`src/rtl/eee_lpi_pkg.sv`:
```
package eee_lpi_pkg;
  localparam int WAKE_W = 16;
  localparam int LINK_W = 11;
  localparam int CTRL_W = 27;

  typedef enum logic [1:0] {
    ST_IDLE      = 2'd0,
    ST_WAIT_LINK = 2'd1,
    ST_LPI       = 2'd2,
    ST_WAKE      = 2'd3
  } lpiState_e;

  typedef struct packed {
    logic enterLpi;
    logic exitLpi;
    logic startWake;
  } lpiStrobe_t;
endpackage

```
`src/rtl/eee_lpi_tick.sv`:
```
module eee_lpi_tick #(
  parameter int DIV = 50
) (
  input  logic clk,
  input  logic rstN,
  input  logic inTick,
  output logic outTick
);
  localparam int CNT_W = (DIV > 1) ? $clog2(DIV) : 1;

  generate
    if (DIV <= 1) begin : gPass
      assign outTick = inTick;
    end else begin : gDivide
      logic [CNT_W-1:0] divCnt;
      logic atEnd;
      assign atEnd = (divCnt == CNT_W'(DIV - 1));
      always_ff @(posedge clk or negedge rstN) begin
        if (!rstN)          divCnt <= '0;
        else if (inTick)    divCnt <= atEnd ? '0 : divCnt + 1'b1;
      end
      assign outTick = inTick && atEnd;
    end
  endgenerate
endmodule

```
`src/rtl/eee_lpi_datapath.sv`:
```
module eee_lpi_datapath
  import eee_lpi_pkg::*;
#(
  parameter int CLK_FREQ_HZ = 50_000_000,
  parameter int US_PER_MS   = 1000
) (
  input  logic              clk,
  input  logic              rstN,
  input  logic              linkUp,
  input  logic              rxLpiIn,
  input  logic              statusRead,
  input  logic [CTRL_W-1:0] timerCtrl,
  input  lpiStrobe_t        strobe,
  output logic              linkGood,
  output logic              wakeDone,
  output logic [3:0]        statusFlags
);
  localparam int CYC_PER_US = (CLK_FREQ_HZ / 1_000_000 < 1) ? 1 : CLK_FREQ_HZ / 1_000_000;

  logic usTick, msTick;
  logic [WAKE_W-1:0] wakeUs;
  logic [LINK_W-1:0] linkMs;
  logic [LINK_W:0]   linkCnt;
  logic [WAKE_W:0]   wakeCnt;
  logic rxQ, rxRise, rxFall;
  logic [3:0] setVec;

  assign wakeUs = timerCtrl[WAKE_W-1:0];
  assign linkMs = timerCtrl[WAKE_W+LINK_W-1:WAKE_W];

  eee_lpi_tick #(.DIV(CYC_PER_US)) usGen (.clk(clk), .rstN(rstN), .inTick(1'b1),   .outTick(usTick));
  eee_lpi_tick #(.DIV(US_PER_MS))  msGen (.clk(clk), .rstN(rstN), .inTick(usTick), .outTick(msTick));

  // link-stable count: whole ms ticks seen while the link stays up
  always_ff @(posedge clk or negedge rstN) begin
    if (!rstN)                        linkCnt <= '0;
    else if (!linkUp)                 linkCnt <= '0;
    else if (msTick && !(&linkCnt))   linkCnt <= linkCnt + 1'b1;
  end
  assign linkGood = linkUp && (linkCnt > {1'b0, linkMs});

  // wake count: microsecond ticks since LPI signalling stopped
  always_ff @(posedge clk or negedge rstN) begin
    if (!rstN)                        wakeCnt <= '0;
    else if (strobe.startWake)        wakeCnt <= '0;
    else if (usTick && !wakeDone)     wakeCnt <= wakeCnt + 1'b1;
  end
  assign wakeDone = wakeCnt > {1'b0, wakeUs};

  always_ff @(posedge clk or negedge rstN) begin
    if (!rstN) rxQ <= 1'b0;
    else       rxQ <= rxLpiIn;
  end
  assign rxRise = rxLpiIn && !rxQ;
  assign rxFall = !rxLpiIn && rxQ;

  assign setVec = {rxFall, rxRise, strobe.exitLpi, strobe.enterLpi};

  always_ff @(posedge clk or negedge rstN) begin
    if (!rstN) statusFlags <= '0;
    else       statusFlags <= (statusRead ? 4'b0000 : statusFlags) | setVec;
  end
endmodule

```
`src/rtl/eee_lpi_fsm.sv`:
```
module eee_lpi_fsm
  import eee_lpi_pkg::*;
(
  input  logic       clk,
  input  logic       rstN,
  input  logic       lpiEnable,
  input  logic       txAutomate,
  input  logic       linkUp,
  input  logic       txPending,
  input  logic       linkGood,
  input  logic       wakeDone,
  output lpiStrobe_t strobe,
  output logic       lpiAssert,
  output logic       txAllowed
);
  lpiState_e state, nextState;
  logic lpiReq;

  assign lpiReq = lpiEnable && txAutomate;

  always_comb begin
    nextState = state;
    unique case (state)
      ST_IDLE:      if (linkUp && lpiReq) nextState = ST_WAIT_LINK;
      ST_WAIT_LINK: if (!linkUp || !lpiReq) nextState = ST_IDLE;
                    else if (linkGood && !txPending) nextState = ST_LPI;
      ST_LPI:       if (!linkUp) nextState = ST_IDLE;
                    else if (txPending || !lpiReq) nextState = ST_WAKE;
      ST_WAKE:      if (!linkUp || wakeDone) nextState = ST_IDLE;
      default:      nextState = ST_IDLE;
    endcase
  end

  always_ff @(posedge clk or negedge rstN) begin
    if (!rstN) state <= ST_IDLE;
    else       state <= nextState;
  end

  assign strobe.enterLpi  = (state != ST_LPI)  && (nextState == ST_LPI);
  assign strobe.exitLpi   = (state == ST_LPI)  && (nextState != ST_LPI);
  assign strobe.startWake = (state != ST_WAKE) && (nextState == ST_WAKE);

  assign lpiAssert = (state == ST_LPI);
  assign txAllowed = (state == ST_IDLE) || (state == ST_WAIT_LINK);
endmodule

```
`src/rtl/eee_lpi_ctrl.sv`:
```
module eee_lpi_ctrl
  import eee_lpi_pkg::*;
#(
  parameter int CLK_FREQ_HZ = 50_000_000,
  parameter int US_PER_MS   = 1000
) (
  input  logic        clk,
  input  logic        rstN,
  input  logic        lpiEnable,
  input  logic        txAutomate,
  input  logic        linkUp,
  input  logic        txPending,
  input  logic        rxLpiIn,
  input  logic [26:0] timerCtrl,
  input  logic        statusRead,
  output logic        lpiAssert,
  output logic        txAllowed,
  output logic [3:0]  statusFlags,
  output logic        lpiIrq
);
  lpiStrobe_t strobe;
  logic linkGood, wakeDone;

  eee_lpi_fsm ctrl (
    .clk(clk), .rstN(rstN), .lpiEnable(lpiEnable), .txAutomate(txAutomate),
    .linkUp(linkUp), .txPending(txPending), .linkGood(linkGood),
    .wakeDone(wakeDone), .strobe(strobe), .lpiAssert(lpiAssert), .txAllowed(txAllowed)
  );

  eee_lpi_datapath #(.CLK_FREQ_HZ(CLK_FREQ_HZ), .US_PER_MS(US_PER_MS)) dp (
    .clk(clk), .rstN(rstN), .linkUp(linkUp), .rxLpiIn(rxLpiIn),
    .statusRead(statusRead), .timerCtrl(timerCtrl), .strobe(strobe),
    .linkGood(linkGood), .wakeDone(wakeDone), .statusFlags(statusFlags)
  );

  assign lpiIrq = |statusFlags;
endmodule

```
`config.mk`:
```
export PLATFORM = sky130hd
export DESIGN_NAME = eee_lpi_ctrl
export DESIGN_NICKNAME = d
export VERILOG_FILES = /design/src/rtl/eee_lpi_pkg.sv /design/src/rtl/eee_lpi_tick.sv /design/src/rtl/eee_lpi_datapath.sv /design/src/rtl/eee_lpi_fsm.sv /design/src/rtl/eee_lpi_ctrl.sv
export SDC_FILE = /design/constraint.sdc
export NUM_CORES = 1
export LEC_CHECK = 0
export ABC_AREA = 0
export CAP_MARGIN = 20
export CORE_MARGIN = 1.5
export CORE_UTILIZATION = 35
export CTS_CLUSTER_SIZE = 30
export DETAILED_ROUTE_END_ITERATION = 8
export SYNTH_ARGS = -nofsm -noshare
export SYNTH_HDL_FRONTEND = slang
export SYNTH_HIERARCHICAL = 1
export SYNTH_SLANG_ARGS = --single-unit
export TNS_END_PERCENT = 100
```
`constraint.sdc`:
```
create_clock -name clk -period 7.95 [get_ports clk]
set_input_delay 1.59 -clock clk [delete_from_list [all_inputs] [get_ports clk]]
set_output_delay 1.59 -clock clk [all_outputs]
set_load 0.01 [all_outputs]
```
# Word-level counts from Yosys, hierarchy flattened
# Cells that the tools add are included.
# op_classes
n_addsub	4
order_cmp	2
n_eq_ne	11
n_mux	14
bitwise_logic	1
n_reduce_logical	27
# op_table
op	n
$mux W17	2
$mux W12	2
$add A17 B1 Y17 const B	1
$gt A17 B16 Y1	1
$add A12 B1 Y12 const B	1
$gt A12 B11 Y1	1
$logic_and A1 B1 Y1	12
$mux W2	6
$reduce_and A12 Y1	1
$add A10 B1 Y10 const B	1
$eq A10 B10 Y1 const B	1
$mux W10	1
$eq A2 B2 Y1 const B	4
$pmux W2 S4	1
$logic_not A1 Y1	7
$add A6 B1 Y6 const B	1
$eq A6 B6 Y1 const B	1
$mux W6	1
$ne A2 B2 Y1 const B	3
$logic_or A1 B1 Y1	4
$mux W4	1
$or A4 B4 Y4	1
$reduce_or A4 Y1	1
$eq A2 B1 Y1 const B	1
other kinds (3)	3
# word_totals
reg_bits	52
output_inout_bits	7
elab_cells	66

# Depth between registers and ports, before layout
# Gate-level depths: netlist (run 1).
# logic_depth
word_depth	9
depth_mapped	11
mapped_depth_nobuf	11

# Hierarchy
# The synthesis (run 1) kept the hierarchy.
# modules_own_cells
module	n_inst	cells_per_inst	area_each_um2	seq_area_each_um2
eee_lpi_datapath	1	275	2426.1	850.8
eee_lpi_tick (dp.msGen)	1	51	506.7	250.2
eee_lpi_tick (dp.usGen)	1	31	319.1	150.1
eee_lpi_fsm	1	16	142.6	50.0
eee_lpi_ctrl	1	1	7.5	0.0

# Worst setup path after synthesis (run 1)
# OpenSTA, ideal clock, no wires.
# synth_path
path_type	in2reg
from	input timerCtrl[14]
to	register dp.wakeCnt[10]
setup_time_ns	0.078
arrival_ns	3.624
required_time_ns	7.872
setup_slack_ns	4.248
stages	9
cell_sequence	inv_1 > ha_1 > nand4b_4 > or3_4 > or3_1 > o31a_2 > buf_6 > or4_1 > a21oi_1
# synth_via
elab_chain_cells	7
word_cells_on_any_way	10
cone_classes	order compare: 1; eq/ne: 1; mux: 3; reduce/logical: 5
# synth_lines
item	line_no	rtl
start, declared	eee_lpi_ctrl.sv:14	input logic [26:0] timerCtrl,
$gt A17 B16 Y1 (*)	eee_lpi_datapath.sv:48	assign wakeDone = wakeCnt > {1'b0, wakeUs};
$logic_or A1 B1 Y1	eee_lpi_fsm.sv:29	ST_WAKE: if (!linkUp || wakeDone) nextState = ST_IDLE;
$mux W2	eee_lpi_fsm.sv:29	
$pmux W2 S4	eee_lpi_fsm.sv:23	unique case (state)
$eq A2 B2 Y1	eee_lpi_fsm.sv:41	assign strobe.startWake = (state != ST_WAKE) && (nextState == ST_WAKE);
$logic_and A1 B1 Y1	eee_lpi_fsm.sv:41	
$mux W17 or $reduce_bool A2 Y1 (tied branches)	-	
end signal, assigned	eee_lpi_datapath.sv:46	else if (usTick && !wakeDone) wakeCnt <= wakeCnt + 1'b1;
end, declared	eee_lpi_datapath.sv:24	logic [WAKE_W:0] wakeCnt;
# Every way passes the cells marked *; elsewhere a longest branch is shown, timed or not.
# A chain may end at the register's enable or synchronous reset.

# Final worst setup path (run 1)
# layout_path
from	input timerCtrl[14]
to	register dp.wakeCnt[10]
# layout_via
elab_chain_cells	7
word_cells_on_any_way	10
cone_classes	order compare: 1; eq/ne: 1; mux: 3; reduce/logical: 5
# layout_lines
item	line_no	rtl
$gt A17 B16 Y1 (*)	eee_lpi_datapath.sv:48	
via wakeDone	eee_lpi_ctrl.sv:22	logic linkGood, wakeDone;
$logic_or A1 B1 Y1	eee_lpi_fsm.sv:29	
$mux W2	eee_lpi_fsm.sv:29	
$pmux W2 S4	eee_lpi_fsm.sv:23	
$eq A2 B2 Y1	eee_lpi_fsm.sv:41	
$logic_and A1 B1 Y1	eee_lpi_fsm.sv:41	
$mux W17 or $reduce_bool A2 Y1 (tied branches)	-	
# Mark *: on every way through the listed nets, which the timed path passes. The rest lies on a longest branch.

==> results of run 1 <==
==> sequential cells by signal (all words and copies together), names as in the netlist <==
| register | cells |
|---|---|
| dp/wakeCnt | 17 |
| dp/linkCnt | 12 |
| dp/msGen/gDivide.divCnt | 10 |
| dp/usGen/gDivide.divCnt | 6 |
| dp/statusFlags | 4 |
| ctrl/state | 2 |
| dp/rxQ | 1 |
==> where the power goes <==
part	internal, mW	leakage (nW)	switching, mW
Clock	0.103	0.0614	0.0893
Combinational	0.0564	1.07	0.0546
Sequential	0.289	0.673	0.0308
Total	0.449	1.81	0.175
==> kinds of logic after synthesis <==
logic type / synth area share [%]
fa+ha+maj: 11.8
other cells: 0.110
simple gates: 24.1
buf+inv: 5.96
compound gates: 16.3
mux: 0.919
xor+xnor: 2.57
flops: 38.2
==> path summary, 6_finish.rpt <==
kind | from | to | slack (ns) | cells after the start
worst max-delay path | timerCtrl[14] | dp/wakeCnt[10] | 3.90 | 9
worst min-delay path | dp/rxQ | dp/statusFlags[2] | 0.46 | 1
worst max register to register | dp/usGen/gDivide.divCnt[1] | dp/linkCnt[9] | 4.95 | 10
worst min register to register | dp/rxQ | dp/statusFlags[2] | 0.46 | 1
max in group asynchronous | rstN | dp/msGen/gDivide.divCnt[6] | 6.09 | 2
min in group asynchronous | rstN | dp/statusFlags[3] | 1.40 | 2
==> per-stage QoR <==
stage	util, %	cell area (sq um)
6_report	43.9	4090
5_1_grt	43.9	4090
4_1_cts	43.9	4090
3_5_place_dp	42.6	3970
3_3_place_gp	42.6	3970
2_1_floorplan	-	3430
==> critical path: stages <==
cell	delay [ns]
sky130_fd_sc_hd__clkdlybuf4s50_1	0.45
sky130_fd_sc_hd__inv_1	0.04
sky130_fd_sc_hd__ha_1	0.33
sky130_fd_sc_hd__nand4b_4	0.12
sky130_fd_sc_hd__or3_4	0.41
sky130_fd_sc_hd__or3_1	0.35
sky130_fd_sc_hd__o31a_2	0.29
sky130_fd_sc_hd__or4_1	0.53
sky130_fd_sc_hd__a21oi_1	0.15
==> Yosys cell counts, types with 7 or more instances <==
master and instances:
sky130_fd_sc_hd__inv_1 43, sky130_fd_sc_hd__nand4_1 11, sky130_fd_sc_hd__o31ai_1 11, sky130_fd_sc_hd__nor3_1 10
sky130_fd_sc_hd__nand2_1 22, sky130_fd_sc_hd__or4_1 12, sky130_fd_sc_hd__nor2_1 14, sky130_fd_sc_hd__nand3_1 17
sky130_fd_sc_hd__o21ai_0 19, sky130_fd_sc_hd__a21oi_1 31, sky130_fd_sc_hd__xnor2_1 10, sky130_fd_sc_hd__dfrtp_1 52
sky130_fd_sc_hd__clkbuf_1 7, sky130_fd_sc_hd__or3_1 14, sky130_fd_sc_hd__ha_1 32
==> per-layer routing <==
layer  vias to the layer above  track usage [%]
met4                         0             3.63
met2                        37             24.4
met5                         -                0
li1                       1460                -
met3                         4             2.69
met1                      1362             18.3
==> cells in the final DEF (no fill, tap or decap), types with 2 or more instances in the layout <==
| cell type | instances |
|---|---|
| sky130_fd_sc_hd__or4_1 | 12 |
| sky130_fd_sc_hd__nor4_1 | 2 |
| sky130_fd_sc_hd__nor3b_1 | 2 |
| sky130_fd_sc_hd__nand2b_1 | 2 |
| sky130_fd_sc_hd__mux2i_1 | 2 |
| sky130_fd_sc_hd__nand3b_1 | 2 |
| sky130_fd_sc_hd__and4_1 | 4 |
| sky130_fd_sc_hd__a21o_1 | 5 |
| sky130_fd_sc_hd__nor2_1 | 14 |
| sky130_fd_sc_hd__o22ai_1 | 2 |
| sky130_fd_sc_hd__nor3_1 | 10 |
| sky130_fd_sc_hd__o21ai_0 | 19 |
| sky130_fd_sc_hd__nand4bb_1 | 2 |
| sky130_fd_sc_hd__clkdlybuf4s50_1 | 40 |
| sky130_fd_sc_hd__nand2_1 | 22 |
| sky130_fd_sc_hd__nand4_1 | 11 |
| sky130_fd_sc_hd__xnor2_1 | 10 |
| sky130_fd_sc_hd__buf_4 | 2 |
| sky130_fd_sc_hd__nor2b_1 | 3 |
| sky130_fd_sc_hd__nand4b_1 | 2 |
| sky130_fd_sc_hd__or3_1 | 14 |
| sky130_fd_sc_hd__o311ai_0 | 2 |
| sky130_fd_sc_hd__o2bb2ai_1 | 2 |
| sky130_fd_sc_hd__clkbuf_8 | 6 |
| sky130_fd_sc_hd__nand4_2 | 2 |
| sky130_fd_sc_hd__and3_1 | 5 |
| sky130_fd_sc_hd__or2_2 | 2 |
| sky130_fd_sc_hd__dfrtp_1 | 52 |
| sky130_fd_sc_hd__o31ai_1 | 11 |
| sky130_fd_sc_hd__a31oi_1 | 2 |
| sky130_fd_sc_hd__conb_1 | 9 |
| sky130_fd_sc_hd__a21oi_1 | 31 |
| sky130_fd_sc_hd__nand3_1 | 17 |
| sky130_fd_sc_hd__ha_1 | 32 |
| sky130_fd_sc_hd__inv_1 | 43 |
| sky130_fd_sc_hd__and2_1 | 2 |
==> area by class of cell <==
class | instances | area [sq um] | area share [%]
Clock buffer | 6 | 82.6 | 2.02
Clock inverter | 2 | 38.8 | 0.947
Inverter | 43 | 161 | 3.94
Multi-Input combinational cell | 278 | 1930 | 47.1
Sequential cell | 52 | 1300 | 31.8
Tap cell | 129 | 161 | 3.94
Timing Repair Buffer | 43 | 420 | 10.3
==> flow_summary.html, run 1 <==
<table>
<tr><th>Metric</th><th>Value</th></tr>
<tr><th colspan="2">Clock network</th></tr>
<tr><td>Post_cts resized</td><td>0</td></tr>
<tr><td>Clk Tree Root Cell</td><td>sky130_fd_sc_hd__clkbuf_8</td></tr>
<tr><td>Clock tree from TritonCTS</td><td>yes</td></tr>
<tr><td>Hold buffer count at cts</td><td>0</td></tr>
<tr><td># Post-CTS Setup Buffers</td><td>0</td></tr>
<tr><td>TritonCTS buffer count</td><td>5</td></tr>
<tr><td>Clock latency of the later-clocked register in the worst-skew pair</td><td>0.30 ns</td></tr>
<tr><td>Clock transition time at the flip-flop clock pins of the worst setup and hold paths</td><td>~0.1 ns</td></tr>
<tr><td>Count of H-tree levels built during CTS</td><td>2</td></tr>
<tr><td>Max Buffers Root-to-Sink</td><td>2</td></tr>
<tr><td>Clock net sink count</td><td>52</td></tr>
<tr><th colspan="2">Timing</th></tr>
<tr><td>Slew at the pin closest to its max-slew limit</td><td>0.726 ns</td></tr>
<tr><td>Final Setup Violations</td><td>0</td></tr>
<tr><td>Sum of negative setup slack</td><td>0 ns</td></tr>
<tr><td>Final Critical Period</td><td>4.05 ns</td></tr>
<tr><td>Post-Route Hold Slack</td><td>0.464 ns</td></tr>
<tr><td>Final worst slack</td><td>~3.9 ns</td></tr>
<tr><td>FMAX</td><td>247 MHz</td></tr>
<tr><td>Slew Limit Headroom</td><td>51.2%</td></tr>
<tr><td>Layout Skew</td><td>0.0140 ns</td></tr>
<tr><td>Final-report hold violation count</td><td>0</td></tr>
<tr><td>Period Utilization, post-route</td><td>51.0%</td></tr>
<tr><td>Unrepaired setup endpoints after global routing</td><td>no</td></tr>
<tr><td>Fin. max-slew vios</td><td>0</td></tr>
<tr><th colspan="2">Power</th></tr>
<tr><td>Leakage Power</td><td>1.81 nW</td></tr>
<tr><td>PD cells</td><td>around 150 nW/um^2</td></tr>
<tr><td>Final Total Pwr</td><td>624 uW</td></tr>
<tr><td>Worst ir drop on vdd</td><td>72.3 uV</td></tr>
<tr><th colspan="2">Global routing</th></tr>
<tr><td>Overall overflow remaining after global route</td><td>0</td></tr>
<tr><td>First-pass GRT wire length</td><td>11,900 microns</td></tr>
<tr><td>Combined global-route utilization of all metal layers</td><td>between 10 and 15%</td></tr>
<tr><td>Pin count of the biggest net entering global routing</td><td>53</td></tr>
<tr><td>Via count of the first global-routing pass</td><td>2,640</td></tr>
<tr><td>Number of antenna violations at the first check in global routing</td><td>0</td></tr>
<tr><th colspan="2">Hold path</th></tr>
<tr><td>Worst min-delay path class</td><td>flip-flop to flip-flop</td></tr>
<tr><th colspan="2">Finish</th></tr>
<tr><td>Area growth, synth to finish</td><td>20.3%</td></tr>
<tr><td>Final net count</td><td>490</td></tr>
<tr><td>Number of cells in the finished layout apart from fillers</td><td>553</td></tr>
<tr><td>Number of fillers in the final layout</td><td>a little over 900</td></tr>
<tr><td>Proportion of layout cells with a drive suffix above 1</td><td>4.95%</td></tr>
<tr><td>Number of inserted diodes</td><td>0</td></tr>
<tr><th colspan="2">Yosys</th></tr>
<tr><td>Syn Inst Count</td><td>374</td></tr>
<tr><td>Count of different cell masters after synthesis</td><td>57</td></tr>
<tr><td>Area leader, netlist</td><td>sky130_fd_sc_hd__dfrtp_1</td></tr>
<tr><td>Cell types occupying the most area after synthesis</td><td>sky130_fd_sc_hd__dfrtp_1, sky130_fd_sc_hd__ha_1, sky130_fd_sc_hd__inv_1</td></tr>
<tr><td>Most used DFF post-synth</td><td>sky130_fd_sc_hd__dfrtp_1</td></tr>
<tr><td>Yosys reg bits</td><td>52</td></tr>
<tr><td>Synth top area share</td><td>38.2%</td></tr>
<tr><td>Cell area after synthesis</td><td>3400 sq um</td></tr>
<tr><td>FFs w/ async S/R, synth</td><td>100%</td></tr>
<tr><td>Post-synthesis area per instance</td><td>9.10 sq um</td></tr>
<tr><td>Sequential share of the synthesized area</td><td>between 30% and 40%</td></tr>
<tr><td>Number of flops mapped to enable cells by yosys</td><td>0</td></tr>
<tr><td>Synth warn</td><td>6</td></tr>
<tr><th colspan="2">Floorplan</th></tr>
<tr><td>Height of the chip</td><td>102 microns</td></tr>
<tr><td>Total die area</td><td>10,300 sq um</td></tr>
<tr><td>Overall die width</td><td>between 100 and 150 microns</td></tr>
<tr><td>Number of placement rows</td><td>35</td></tr>
<tr><td>Area of the core region</td><td>9330 sq um</td></tr>
<tr><td>Initial core utilization</td><td>36.5%</td></tr>
<tr><td>I/O pin count</td><td>42</td></tr>
<tr><th colspan="2">Worst setup path</th></tr>
<tr><td>CP max FO</td><td>33</td></tr>
<tr><td>Arrival @ worst endpoint</td><td>roughly 4.3 ns</td></tr>
<tr><td>Startpoint class of the critical path</td><td>input pin</td></tr>
<tr><td>Crit end category</td><td>flip-flop</td></tr>
<tr><td>Critical setup path kind</td><td>input pin to flip-flop</td></tr>
<tr><td>Required time of the critical path</td><td>approximately 8.2 ns</td></tr>
<tr><th colspan="2">Route</th></tr>
<tr><td>Total via count in the routed design</td><td>2,863</td></tr>
<tr><td>Via count normalized by instance count</td><td>5.18</td></tr>
<tr><td>Metal-1 WL</td><td>3420 microns</td></tr>
<tr><td>Highest routed metal layer</td><td>met4</td></tr>
<tr><td>Final ANT Viol Nets</td><td>0</td></tr>
<tr><td>DR WL/cell</td><td>12.9 microns</td></tr>
<tr><td>Detailed-routed wire length on met2</td><td>~3400 microns</td></tr>
<tr><td>Total wire length after detailed routing</td><td>7120 microns</td></tr>
<tr><td>Metal3 WL</td><td>215 microns</td></tr>
<tr><td>1st-pass router iterations</td><td>4</td></tr>
<tr><td>First-iteration detailed-routing DRC count</td><td>120</td></tr>
<tr><td>Post-detailed-route DRC marker count</td><td>0</td></tr>
<tr><th colspan="2">Placement</th></tr>
<tr><td>Setup slack at placement</td><td>3.58 ns</td></tr>
<tr><td>Half-perimeter wire length after placement</td><td>5220 microns</td></tr>
<tr><td>Number of buffers inserted by port buffering</td><td>41</td></tr>
<tr><td>Instance count after placement with tap cells included</td><td>approximately 550</td></tr>
<tr><td>GPL Wtd Cong</td><td>0.765</td></tr>
<tr><th colspan="2">Flow run</th></tr>
<tr><td>Max-cap violations</td><td>0</td></tr>
<tr><th colspan="2">Status</th></tr>
<tr><td>Result of the run</td><td>completed</td></tr>
</table>
(Power assumes the default switching activity.)
==> inputs of run 2 (changes only) <==
clock period = 3.75 ns   (was 7.95 ns; I/O delays follow)
==> run 2 against run 1 <==
Compared with the run above: sequential power is 110% higher; wire length is 4.5% higher; register-to-register slack worse by 4.2 ns; via count hardly changed; non-clock buffer count is 1 higher; setup slack worse by 3.3 ns; combinational power is 110% higher; flip-flop and latch count stayed put; power is 100% higher; worst hold slack worse by 0.011 ns; sequential share of layout area is 0.18 points higher; largest cell class unchanged; highest routed layer unchanged.
==> flow_summary.html, run 2 (synthesis gave the netlist of run 1 again) <==
<table>
<tr><th>Metric</th><th>Value</th></tr>
<tr><th colspan="2">Clock network</th></tr>
<tr><td>Count of H-tree levels built during CTS</td><td>2</td></tr>
<tr><td>TritonCTS buffer count</td><td>5</td></tr>
<tr><td>Clock latency of the later-clocked register in the worst-skew pair</td><td>0.31 ns</td></tr>
<tr><td>Hold buffer count at cts</td><td>0</td></tr>
<tr><td># Post-CTS Setup Buffers</td><td>0</td></tr>
<tr><td>Max Buffers Root-to-Sink</td><td>2</td></tr>
<tr><td>Clock transition time at the flip-flop clock pins of the worst setup and hold paths</td><td>between 0.1 and 0.15 ns</td></tr>
<tr><td>Post_cts resized</td><td>0</td></tr>
<tr><td>Clock net sink count</td><td>52</td></tr>
<tr><td>Clock tree from TritonCTS</td><td>yes</td></tr>
<tr><td>Clk Tree Root Cell</td><td>sky130_fd_sc_hd__clkbuf_8</td></tr>
<tr><th colspan="2">Route</th></tr>
<tr><td>DR WL/cell</td><td>13.4 microns</td></tr>
<tr><td>1st-pass router iterations</td><td>4</td></tr>
<tr><td>Final ANT Viol Nets</td><td>0</td></tr>
<tr><td>Post-detailed-route DRC marker count</td><td>0</td></tr>
<tr><td>First-iteration detailed-routing DRC count</td><td>129</td></tr>
<tr><td>Total wire length after detailed routing</td><td>7440 microns</td></tr>
<tr><td>Via count normalized by instance count</td><td>5.16</td></tr>
<tr><td>Total via count in the routed design</td><td>2,861</td></tr>
<tr><th colspan="2">Floorplan</th></tr>
<tr><td>Height of the chip</td><td>102 microns</td></tr>
<tr><td>Number of placement rows</td><td>35</td></tr>
<tr><td>Initial core utilization</td><td>36.5%</td></tr>
<tr><td>I/O pin count</td><td>42</td></tr>
<tr><td>Area of the core region</td><td>9330 sq um</td></tr>
<tr><td>Total die area</td><td>10,300 sq um</td></tr>
<tr><td>Overall die width</td><td>102 microns</td></tr>
<tr><th colspan="2">Timing</th></tr>
<tr><td>Layout Skew</td><td>between 0.01 and 0.015 ns</td></tr>
<tr><td>Final Setup Violations</td><td>0</td></tr>
<tr><td>Sum of negative setup slack</td><td>0 ns</td></tr>
<tr><td>Fin. max-slew vios</td><td>0</td></tr>
<tr><td>Slew Limit Headroom</td><td>49.9%</td></tr>
<tr><td>Unrepaired setup endpoints after global routing</td><td>no</td></tr>
<tr><td>Final Critical Period</td><td>3.20 ns</td></tr>
<tr><td>Final-report hold violation count</td><td>0</td></tr>
<tr><td>FMAX</td><td>313 MHz</td></tr>
<tr><td>Period Utilization, post-route</td><td>about 85%</td></tr>
<tr><td>Slew at the pin closest to its max-slew limit</td><td>~0.75 ns</td></tr>
<tr><th colspan="2">Power</th></tr>
<tr><td>Final Total Pwr</td><td>about 1.3 mW</td></tr>
<tr><td>Cell-internal power</td><td>867 uW</td></tr>
<tr><td>Leakage Power</td><td>1.80 nW</td></tr>
<tr><td>Part of the power in the clock network</td><td>26.7%</td></tr>
<tr><td>PD cells</td><td>307 nW/um^2</td></tr>
<tr><td>Switch share</td><td>30.6%</td></tr>
<tr><td>Worst ir drop on vdd</td><td>165 uV</td></tr>
<tr><td>Switching power total</td><td>383 uW</td></tr>
<tr><td>Logic pwr share</td><td>19.0%</td></tr>
<tr><td>Part of the total power dissipated in sequential elements</td><td>54.3%</td></tr>
<tr><th colspan="2">Finish</th></tr>
<tr><td>Most frequent cells in the layout</td><td>sky130_fd_sc_hd__dfrtp_1, sky130_fd_sc_hd__inv_1, sky130_fd_sc_hd__clkdlybuf4s50_1</td></tr>
<tr><td>Final standard cell utilization of the core</td><td>43.6%</td></tr>
<tr><td>Registers with the most flip-flops</td><td>dp/wakeCnt: 17 flops, dp/linkCnt: 12 flops, dp/msGen/gDivide.divCnt: 10 flops</td></tr>
<tr><td>Largest register by flop count</td><td>dp/wakeCnt</td></tr>
<tr><td>Most frequent standard cell in the layout excluding fill and tap cells</td><td>sky130_fd_sc_hd__dfrtp_1</td></tr>
<tr><td>Number of fillers in the final layout</td><td>936</td></tr>
<tr><td>Number of inserted diodes</td><td>0</td></tr>
<tr><td>Footprint of the multi-input gates</td><td>between 1500 and 2000 sq um</td></tr>
<tr><td>Number of cells in the finished layout apart from fillers</td><td>554</td></tr>
<tr><td>Final net count</td><td>491</td></tr>
<tr><td>Proportion of layout cells with a drive suffix above 1</td><td>slightly above 5%</td></tr>
<tr><td>Area growth, synth to finish</td><td>19.7%</td></tr>
<tr><td>Flip-flop count of the largest register after layout</td><td>17</td></tr>
<tr><td>FF/Latch Area</td><td>1300 sq um</td></tr>
<tr><th colspan="2">Global routing</th></tr>
<tr><td>Number of antenna violations at the first check in global routing</td><td>0</td></tr>
<tr><td>First-pass GRT wire length</td><td>between 10,000 and 15,000 microns</td></tr>
<tr><td>Via count of the first global-routing pass</td><td>between 2k and 3k</td></tr>
<tr><td>Combined global-route utilization of all metal layers</td><td>around 15%</td></tr>
<tr><td>Overall overflow remaining after global route</td><td>0</td></tr>
<tr><td>Pin count of the biggest net entering global routing</td><td>34</td></tr>
<tr><th colspan="2">Worst setup path</th></tr>
<tr><td>Endpoint of the worst-slack reg-to-reg timing path</td><td>dp/linkCnt[7]</td></tr>
<tr><td>Worst path cell trace</td><td>clkdlybuf4s50_1 &gt; inv_1 &gt; ha_1 &gt; nand4b_4 &gt; or3_4 &gt; or3_1 &gt; o31a_2 &gt; or4_1 &gt; a21oi_1</td></tr>
<tr><td>Largest stage delay, worst path</td><td>between 0.5 and 0.6 ns</td></tr>
<tr><td>Setup slack of the worst register-to-register path</td><td>0.73 ns</td></tr>
<tr><td>Crit end category</td><td>flip-flop</td></tr>
<tr><td>Required time of the critical path</td><td>3.99 ns</td></tr>
<tr><td>Critical path's top delay family</td><td>simple AND/OR/NAND/NOR gates</td></tr>
<tr><td>Buf+Inv Stages, Crit Path</td><td>2</td></tr>
<tr><td>Number of cells on the worst reg-to-reg path</td><td>11</td></tr>
<tr><td>CP max stage cell</td><td>sky130_fd_sc_hd__or4_1</td></tr>
<tr><td>R2R Path Start</td><td>dp/usGen/gDivide.divCnt[1]</td></tr>
<tr><td>CP max FO</td><td>33</td></tr>
<tr><td>Worst setup path startpoint</td><td>timerCtrl[14]</td></tr>
<tr><td>Critical setup path kind</td><td>input pin to flip-flop</td></tr>
<tr><td>Startpoint class of the critical path</td><td>input pin</td></tr>
<tr><td>Arrival @ worst endpoint</td><td>3.44 ns</td></tr>
<tr><th colspan="2">Hold path</th></tr>
<tr><td>Worst hold start</td><td>dp/rxQ</td></tr>
<tr><td>Worst min-delay path class</td><td>flip-flop to flip-flop</td></tr>
<tr><td>Hold-critical path depth</td><td>1</td></tr>
<tr><td>Endpoint, Worst Hold</td><td>dp/statusFlags[2]</td></tr>
<tr><th colspan="2">Placement</th></tr>
<tr><td>GPL Wtd Cong</td><td>0.751</td></tr>
<tr><td>Half-perimeter wire length after placement</td><td>5530 microns</td></tr>
<tr><td>Instance count after placement with tap cells included</td><td>546</td></tr>
<tr><td>Number of buffers inserted by port buffering</td><td>41</td></tr>
<tr><th colspan="2">Status</th></tr>
<tr><td>Result of the run</td><td>completed</td></tr>
<tr><th colspan="2">Flow run</th></tr>
<tr><td>Max-cap violations</td><td>0</td></tr>
</table>
## run 2: changes by cell type in the layout (fill, tap and decap cells not counted)
cell                        delta
sky130_fd_sc_hd__bufinv_16     -1
sky130_fd_sc_hd__inv_6         +1
sky130_fd_sc_hd__clkinv_2      +1
sky130_fd_sc_hd__clkbuf_8      -1
sky130_fd_sc_hd__buf_4         +1
## run 2: cell type report
| class | instances | share of cell area (%) |
|---|---|---|
| Clock buffer | 5 | 1.69 |
| Clock inverter | 3 | 0.553 |
| Inverter | 43 | 3.96 |
| Multi-Input combinational cell | 278 | 47.4 |
| Sequential cell | 52 | 32.0 |
| Tap cell | 129 | 3.96 |
| Timing Repair Buffer | 44 | 10.5 |
## run 2: worst max path at each step
stage	slack, ns	endpoint	depth (start not counted)
final	0.55	dp/wakeCnt[13]	9
after global routing	0.43	dp/linkCnt[11]	11
after detailed placement	0.23	dp/wakeCnt[7]	9
after floorplan	0.62	dp/linkCnt[4]	9
after global placement	0.30	dp/wakeCnt[11]	9
after CTS	0.56	dp/wakeCnt[11]	9
## run 2: power groups by stage
stage / logic (mW) / registers (mW) / clock network (mW)
after floorplan: 0.153 / 0.672 / 0
after global placement: 0.231 / 0.689 / 0
after detailed placement: 0.240 / 0.692 / 0
after CTS: 0.241 / 0.681 / 0.350
after global routing: 0.276 / 0.690 / 0.371
final: 0.238 / 0.679 / 0.334
## run 2: through the flow
stage | hold WS [ns] | area [sq um] | setup WS, ns
global route | 0.486 | 4070 | 0.430
detailed placement | 0.441 | 3980 | 0.234
global placement | 0.428 | 3980 | 0.295
floorplan | 0.417 | 3430 | 0.619
CTS | 0.458 | 4070 | 0.561
finish | 0.452 | 4070 | 0.551
## run 2: routing by layer
layer	share of wire [%]	vias to the layer above	track usage, %
li1	-	1461	-
met1	48	1355	19.4
met2	48	40	26.3
met3	3.3	5	2.35
met4	0.85	0	4.06
met5	0	-	0
## run 2: worst reg2reg max path, stage by stage (launching register included)
cell and delay, ns:
sky130_fd_sc_hd__dfrtp_1 0.42, sky130_fd_sc_hd__inv_1 0.08, sky130_fd_sc_hd__ha_1 0.14, sky130_fd_sc_hd__nand4b_1 0.14, sky130_fd_sc_hd__nor3b_1 0.22, sky130_fd_sc_hd__buf_4 0.24
sky130_fd_sc_hd__inv_1 0.11, sky130_fd_sc_hd__nor4_1 0.66, sky130_fd_sc_hd__nand4_1 0.35, sky130_fd_sc_hd__nor3b_1 0.33, sky130_fd_sc_hd__xnor2_1 0.15, sky130_fd_sc_hd__nor2_1 0.05
